**src/rtl/opaddr_pkg.sv**
```systemverilog
// Shared types for the operand address generator.
// Assumes mode codes are fixed by the instruction encoding.
package opaddr_pkg;

    typedef enum logic [2:0] {
        AM_ABS  = 3'd0,
        AM_RIND = 3'd1,
        AM_DISP = 3'd2,
        AM_IDX  = 3'd3,
        AM_MIND = 3'd4,
        AM_AINC = 3'd5,
        AM_ADEC = 3'd6,
        AM_BAD  = 3'd7
    } amode_t;

    typedef enum logic [1:0] {
        FS_IDLE = 2'd0,
        FS_WAIT = 2'd1,
        FS_DONE = 2'd2
    } fstate_t;

endpackage

```
**src/rtl/opaddr_calc.sv**
```systemverilog
// Combinational address arithmetic for every mode that needs no memory read.
// Assumes register values are already presented by the read ports.
module opaddr_calc
    import opaddr_pkg::*;
#(
    parameter int AW   = 32,
    parameter int IMMW = 16
) (
    input  amode_t          mode,
    input  logic [IMMW-1:0] imm,
    input  logic [AW-1:0]   base,
    input  logic [AW-1:0]   index,
    input  logic [1:0]      size,
    output logic [AW-1:0]   ea,
    output logic [AW-1:0]   wb_val,
    output logic            is_auto,
    output logic            is_bad
);
    localparam int EXTW = AW - IMMW;

    logic [AW-1:0] imm_zx;
    logic [AW-1:0] imm_sx;
    logic [AW-1:0] step;

    // Extend the immediate both ways.
    always_comb begin
        imm_zx = {{EXTW{1'b0}}, imm};
        imm_sx = {{EXTW{imm[IMMW-1]}}, imm};
    end

    // Translate the size code into a byte step.
    always_comb begin
        case (size)
            2'd0:    step = AW'(1);
            2'd1:    step = AW'(2);
            default: step = AW'(4);
        endcase
    end

    // Pick the effective address for the requested mode.
    always_comb begin
        case (mode)
            AM_ABS:  ea = imm_zx;
            AM_DISP: ea = base + imm_sx;
            AM_IDX:  ea = base + index;
            default: ea = base;
        endcase
    end

    // Form the stepped base value and mode class flags.
    always_comb begin
        wb_val  = (mode == AM_ADEC) ? base - step : base + step;
        is_auto = (mode == AM_AINC) || (mode == AM_ADEC);
        is_bad  = (mode == AM_BAD);
    end

endmodule

```
**src/rtl/opaddr_fetch.sv**
```systemverilog
// Sequencer for the pointer-to-pointer mode: one memory read, then done.
// Assumes the memory returns data in the same cycle as its acknowledge.
module opaddr_fetch
    import opaddr_pkg::*;
#(
    parameter int AW = 32
) (
    input  logic          clk,
    input  logic          rst_n,
    input  logic          launch,
    input  logic [AW-1:0] ptr,
    input  logic          mem_ack,
    output logic          mem_req,
    output logic [AW-1:0] mem_addr,
    output logic          hit,
    output logic          busy
);
    fstate_t       state;
    logic [AW-1:0] ptr_q;

    // Advance the sequencer and hold the pointer for the request.
    always_ff @(posedge clk) begin
        if (!rst_n) begin
            state <= FS_IDLE;
            ptr_q <= '0;
        end else begin
            case (state)
                FS_IDLE: if (launch) begin
                    state <= FS_WAIT;
                    ptr_q <= ptr;
                end
                FS_WAIT: if (mem_ack) state <= FS_DONE;
                default: state <= FS_IDLE;
            endcase
        end
    end

    // Drive the request and report completion.
    always_comb begin
        mem_req  = (state == FS_WAIT);
        mem_addr = ptr_q;
        hit      = (state == FS_WAIT) && mem_ack;
        busy     = (state != FS_IDLE);
    end


    // req_hold_chk: an unanswered request stays up with the same address
    req_hold_chk: assert property (@(posedge clk) disable iff (!rst_n)
        (mem_req && !mem_ack) |=> (mem_req && $stable(mem_addr)));


    // no_relaunch_chk: the sequencer is never restarted while occupied
    no_relaunch_chk: assert property (@(posedge clk) disable iff (!rst_n)
        (busy && !mem_req) |=> !mem_req);

endmodule

```
**src/rtl/opaddr_gen.sv**
```systemverilog
// Top of the operand address generator. Accepts a start pulse, reads the
// base and index registers, and presents the effective address one cycle
// later, or after one memory read in the pointer-to-pointer mode.
// Assumes the register read ports return data combinationally.
module opaddr_gen
    import opaddr_pkg::*;
#(
    parameter int AW   = 32,
    parameter int IMMW = 16,
    parameter int NREG = 16,
    localparam int RSW = $clog2(NREG)
) (
    input  logic            clk,
    input  logic            rst_n,
    input  logic            start,
    input  logic [2:0]      mode,
    input  logic [IMMW-1:0] imm,
    input  logic [RSW-1:0]  base_sel,
    input  logic [RSW-1:0]  index_sel,
    input  logic [1:0]      size,
    output logic [RSW-1:0]  rd_a_addr,
    input  logic [AW-1:0]   rd_a_data,
    output logic [RSW-1:0]  rd_b_addr,
    input  logic [AW-1:0]   rd_b_data,
    output logic            mem_req,
    output logic [AW-1:0]   mem_addr,
    input  logic            mem_ack,
    input  logic [AW-1:0]   mem_rdata,
    output logic            wb_en,
    output logic [RSW-1:0]  wb_sel,
    output logic [AW-1:0]   wb_data,
    output logic            addr_valid,
    output logic [AW-1:0]   addr_out,
    output logic            illegal,
    output logic            busy
);
    amode_t        mode_e;
    logic [AW-1:0] ea;
    logic [AW-1:0] wb_val;
    logic          is_auto;
    logic          is_bad;
    logic          accept;
    logic          launch;
    logic          hit;
    logic          f_busy;

    // Route selectors to the register read ports and qualify the start.
    always_comb begin
        mode_e    = amode_t'(mode);
        rd_a_addr = base_sel;
        rd_b_addr = index_sel;
        accept    = start && !f_busy;
        launch    = accept && (mode_e == AM_MIND);
        busy      = f_busy;
    end

    opaddr_calc #(.AW(AW), .IMMW(IMMW)) i_calc (
        .mode    (mode_e),
        .imm     (imm),
        .base    (rd_a_data),
        .index   (rd_b_data),
        .size    (size),
        .ea      (ea),
        .wb_val  (wb_val),
        .is_auto (is_auto),
        .is_bad  (is_bad)
    );

    opaddr_fetch #(.AW(AW)) i_fetch (
        .clk      (clk),
        .rst_n    (rst_n),
        .launch   (launch),
        .ptr      (rd_a_data),
        .mem_ack  (mem_ack),
        .mem_req  (mem_req),
        .mem_addr (mem_addr),
        .hit      (hit),
        .busy     (f_busy)
    );

    // Register the result strobes, address and base writeback.
    always_ff @(posedge clk) begin
        if (!rst_n) begin
            addr_valid <= 1'b0;
            addr_out   <= '0;
            illegal    <= 1'b0;
            wb_en      <= 1'b0;
            wb_sel     <= '0;
            wb_data    <= '0;
        end else begin
            addr_valid <= 1'b0;
            illegal    <= 1'b0;
            wb_en      <= 1'b0;
            if (hit) begin
                addr_valid <= 1'b1;
                addr_out   <= mem_rdata;
            end else if (accept && !launch) begin
                if (is_bad) begin
                    illegal <= 1'b1;
                end else begin
                    addr_valid <= 1'b1;
                    addr_out   <= ea;
                    wb_en      <= is_auto;
                    wb_sel     <= base_sel;
                    wb_data    <= wb_val;
                end
            end
        end
    end


    // flag_excl_chk: an address and an illegal flag never appear together
    flag_excl_chk: assert property (@(posedge clk) disable iff (!rst_n)
        !(addr_valid && illegal));


    // wb_with_valid_chk: writeback only accompanies a valid address
    wb_with_valid_chk: assert property (@(posedge clk) disable iff (!rst_n)
        wb_en |-> addr_valid);


    // direct_latency_chk: a direct-mode start answers on the next cycle
    direct_latency_chk: assert property (@(posedge clk) disable iff (!rst_n)
        (start && !busy && mode != 3'd4) |=> (addr_valid || illegal));


    // busy_quiet_chk: nothing is reported in the cycle after a blocked start
    busy_quiet_chk: assert property (@(posedge clk) disable iff (!rst_n)
        (start && busy && !mem_ack) |=> !illegal && !wb_en);


    // valid_pulse_chk: a direct result strobe lasts one cycle
    valid_pulse_chk: assert property (@(posedge clk) disable iff (!rst_n)
        (addr_valid && !mem_req && !start) |=> !addr_valid);

endmodule

```
**config.mk**
```make
export PLATFORM = sky130hd
export DESIGN_NAME = opaddr_gen
export DESIGN_NICKNAME = d
export VERILOG_FILES = /design/src/rtl/opaddr_pkg.sv /design/src/rtl/opaddr_calc.sv /design/src/rtl/opaddr_fetch.sv /design/src/rtl/opaddr_gen.sv
export SDC_FILE = /design/constraint.sdc
export NUM_CORES = 1
export LEC_CHECK = 0
export BUFFER_PORTS_ARGS = -buffer_cell sky130_fd_sc_hd__buf_2
export CAP_MARGIN = 25
export CORE_MARGIN = 2
export CORE_UTILIZATION = 54
export DETAILED_ROUTE_END_ITERATION = 8
export GPL_TIMING_DRIVEN = 0
export HOLD_SLACK_MARGIN = 0.05
export PLACE_DENSITY = 0.85
export SYNTH_ARGS = -nofsm -noshare
export SYNTH_HDL_FRONTEND = slang
export SYNTH_HIERARCHICAL = 1
export SYNTH_SLANG_ARGS = --single-unit
```
**constraint.sdc**
```tcl
create_clock -name clk -period 5 [get_ports clk]
set_input_delay 0.25 -clock clk [delete_from_list [all_inputs] [get_ports clk]]
set_output_delay 0.25 -clock clk [all_outputs]
set_load 0.05 [all_outputs]
```
==> flow_summary.ini <==
[status]
status = complete, no violations

[logic_synthesis]
yosysTopAreaCell = dfxtp_1
ys.flop_type = dfxtp_1
synth_seq_cells = 105
syn_nets = 1308
synth_commonest_cells = 235 x nand2_1, 105 x dfxtp_1, 85 x o21ai_0, 70 x ha_1, 68 x mux2i_1
ys_seq_area_frac = 0.2467
synthArstFlopShare = 0
syn_inst = 1107
syn-cell-area_um2 = 8521
ys_top_cells_by_area = dfxtp_1 25%, nand2_1 10%, ha_1 10%
yosysUniqueCellTypes = 72
avgSynthCellArea_um2 = 7.697
synth.most_common_cell = nand2_1
yosysWarningCount = 6
synthDominantCellAreaShare = 0.2467
synth_edf_count = 0

[cells_and_area]
fin_util = 0.6723
drive_above_1_share = 0.2168
syn_to_final_growth_pct = 20.84
fin_nets = 1557

[clock_network]
clk-insertion-delay-late_ps = 360
cts_resized = 0
cts.clk_slew.worst_paths_ps = 80
cts_tree = yes
cts_sinks = 105
cts_hold_buf = 0
cts_max_path_buffers = 2
numCtsBuffers = 9
root_buffer = clkbuf_16
htreeDepth = 3
postCtsSetupBuffers = 0

[grt]
grt-ovfl-total = 0
grt_pass1_vias = 8287
antenna_found_initial = 5
grt_max_degree = 20
grt_pass1_wl_um = 41590
grt_usage = 0.3145

[sta]
slew_viol_final = 0
min_period_over_period = 0.8877
fmax_mhz = 225.3
hold_viol = 0
layout_setup_ws_ps = 561.3
setup_viol = 0
relSlewSlack = 0.3138
worst_slew_pin_slew_ps = 1021
rsz0062_at_grt = no
hold_slack_ps = 93.53
fin_crit_ps = 4439
tns_ps = 0
final.setup_skew_ps = 2.734

[setup_path]
rr_worst_depth = 7
path_cells = buf_2 > nor2b_1 > clkbuf_2 > nand2_1 > and2_1 > clkbuf_1 > clkbuf_1 > a21o_1 > ha_1 > clkbuf_1 > and3_1 > a221o_1 > a21o_1 > a41oi_2 > o21ai_1 > a41oi_2 > xor2_1 > o21ai_1 > nor4_1 > a211oi_1
worstSetupPathType = input port to flip-flop
cp-end-kind = flip-flop
critPathSlowestCell = clkbuf_1
crit_path_frequent_cell = clkbuf_1
ff2ff_setup_slack_ps = 2770
worstPathArrival_ps = 4670
critPathLaunchType = input port
slowest_delay_ps = 510
path_max_fanout = 10
required_ps = 5230

[floorplan]
initial_core_util = 0.5564
coreArea_um2 = 15310
die_y_um = 129.6
die_x_um = 129.6
num_rows = 45
dieArea_um2 = 16800
num_io_pins = 242

[min_path]
hp-class = input port to flip-flop
whs_path_depth = 2

[flow_run]
maxCapViolations = 0

[placement]
place.gp.congestion = 0.9598
dp_hpwl_um = 21370
dp_slack_ps = 277.1
io_buffers = 236

[power_and_ir_drop]
power_density_nw_per_um2 = 267.9
peakVddDrop_v = 0.0001742
p_leak_uw = 0.005036

[route]
drt_iter0_drc = 769
drt_pass1_iterations = 5
via_count = 9083
wl_met2_um = 12520
met3_length_um = 2089
met1_length_um = 11870
routed_wirelength_um = 27200
post_drt_wl_per_cell_um = 17.27
via_per_inst = 5.767
drc = 0
antenna_left = 0
highest_layer = met5
[metrics by stage]
stage / area, um2 / power [uW] / instances
floorplan: 8521 / 1749 / 1107
global placement: 9966 / 2008 / 1554
detailed placement: 9977 / 2025 / 1555
CTS: 10280 / 2747 / 1571
global route: 10300 / 2893 / 1575
finish: 10300 / 2758 / 1575
[layout make-up]
type	count	area, um2
well taps	211	264.0
plain buffers	78	419.2
clock buffers	10	239.0
multi-input cells	907	5936
fillers	1440	5019
inverters	17	63.81
repair buffers	238	1204
clock inverters	6	61.31
diodes	3	7.507
flip-flops and latches	105	2102
[critical path, delay by kind of cell]
kind	cells	cell delay, ps
AND/OR/NAND/NOR	5	1170
XOR/XNOR	1	160
buffers and inverters	5	1360
adder cells (fa/ha/maj)	1	210
AO/OA/AOI/OAI	8	1510
[state kept, by name (all words and copies together) (netlist names)]
name and count:
wb_sel 4, i_fetch/mem_addr 32, addr_valid 1, i_fetch/state 2, wb_data 32, addr_out 32
wb_en 1, illegal 1
[layer usage]
layer  vias up  global-route usage
met5         -                   0
met4         2              0.1018
met3        44             0.06152
met2       386              0.5122
met1      4196              0.4196
li1       4455                   -
[cells in the final DEF, fill, tap and decap left out, drive strengths merged, types with 4 or more instances in the layout]
cell    netlist  layout
a211oi       37      37
a21boi        5       5
a21o         46      46
a21oi        62      62
a221o         4       4
a22oi        14      14
a31oi         5       5
and2          8       8
and3         12      12
buf          22     260
clkbuf       56      66
dfxtp       105     105
ha           70      70
inv          17      19
mux2i        68      68
nand2       235     235
nand2b        8       8
nand3        12      12
nand4         8       8
nor2         51      51
nor2b        10      10
nor3          7       7
nor3b         4       4
nor4         34      34
o211ai        4       4
o21a          6       6
o21ai        88      88
o21bai        6       6
o31a          4       4
o31ai         5       5
or2           4       4
xnor2        37      37
xor2         23      23
[report_power, final]
| part | internal [uW] | total [uW] | switching, uW | leakage (uW) |
|---|---|---|---|---|
| registers | 898 | 929 | 31.0 | 0.000861 |
| clock network | 364 | 732 | 369 | 0.000144 |
| logic | 381 | 1100 | 716 | 0.00403 |
[path summary, 6_finish.rpt]
kind,start,to
setup / recovery,mode[1],addr_out[29]$_SDFFE_PN0P_
hold / removal,mem_ack,i_fetch/state[0]$_SDFFE_PN0P_
setup reg to reg,i_fetch/state[0]$_SDFFE_PN0P_,wb_data[4]$_SDFFE_PN0P_
hold reg to reg,wb_data[20]$_SDFFE_PN0P_,wb_data[20]$_SDFFE_PN0P_
[cells by family (layout without fill, tap and decap cells)]
| kind of cell | Yosys count | after routing | synth area share |
|---|---|---|---|
| and+or+nand+nor | 403 | 403 | 0.2131 |
| AOI/OAI and AO/OA | 304 | 304 | 0.2345 |
| DFF | 105 | 105 | 0.2467 |
| buffers and inverters | 95 | 349 | 0.05668 |
| adders and majority gates | 72 | 72 | 0.1075 |
| muxes | 68 | 68 | 0.07988 |
| xor gates and xnor gates | 60 | 60 | 0.06167 |
| other | 0 | 3 | 0 |
No activity file was read; power rests on OpenSTA's default activity.
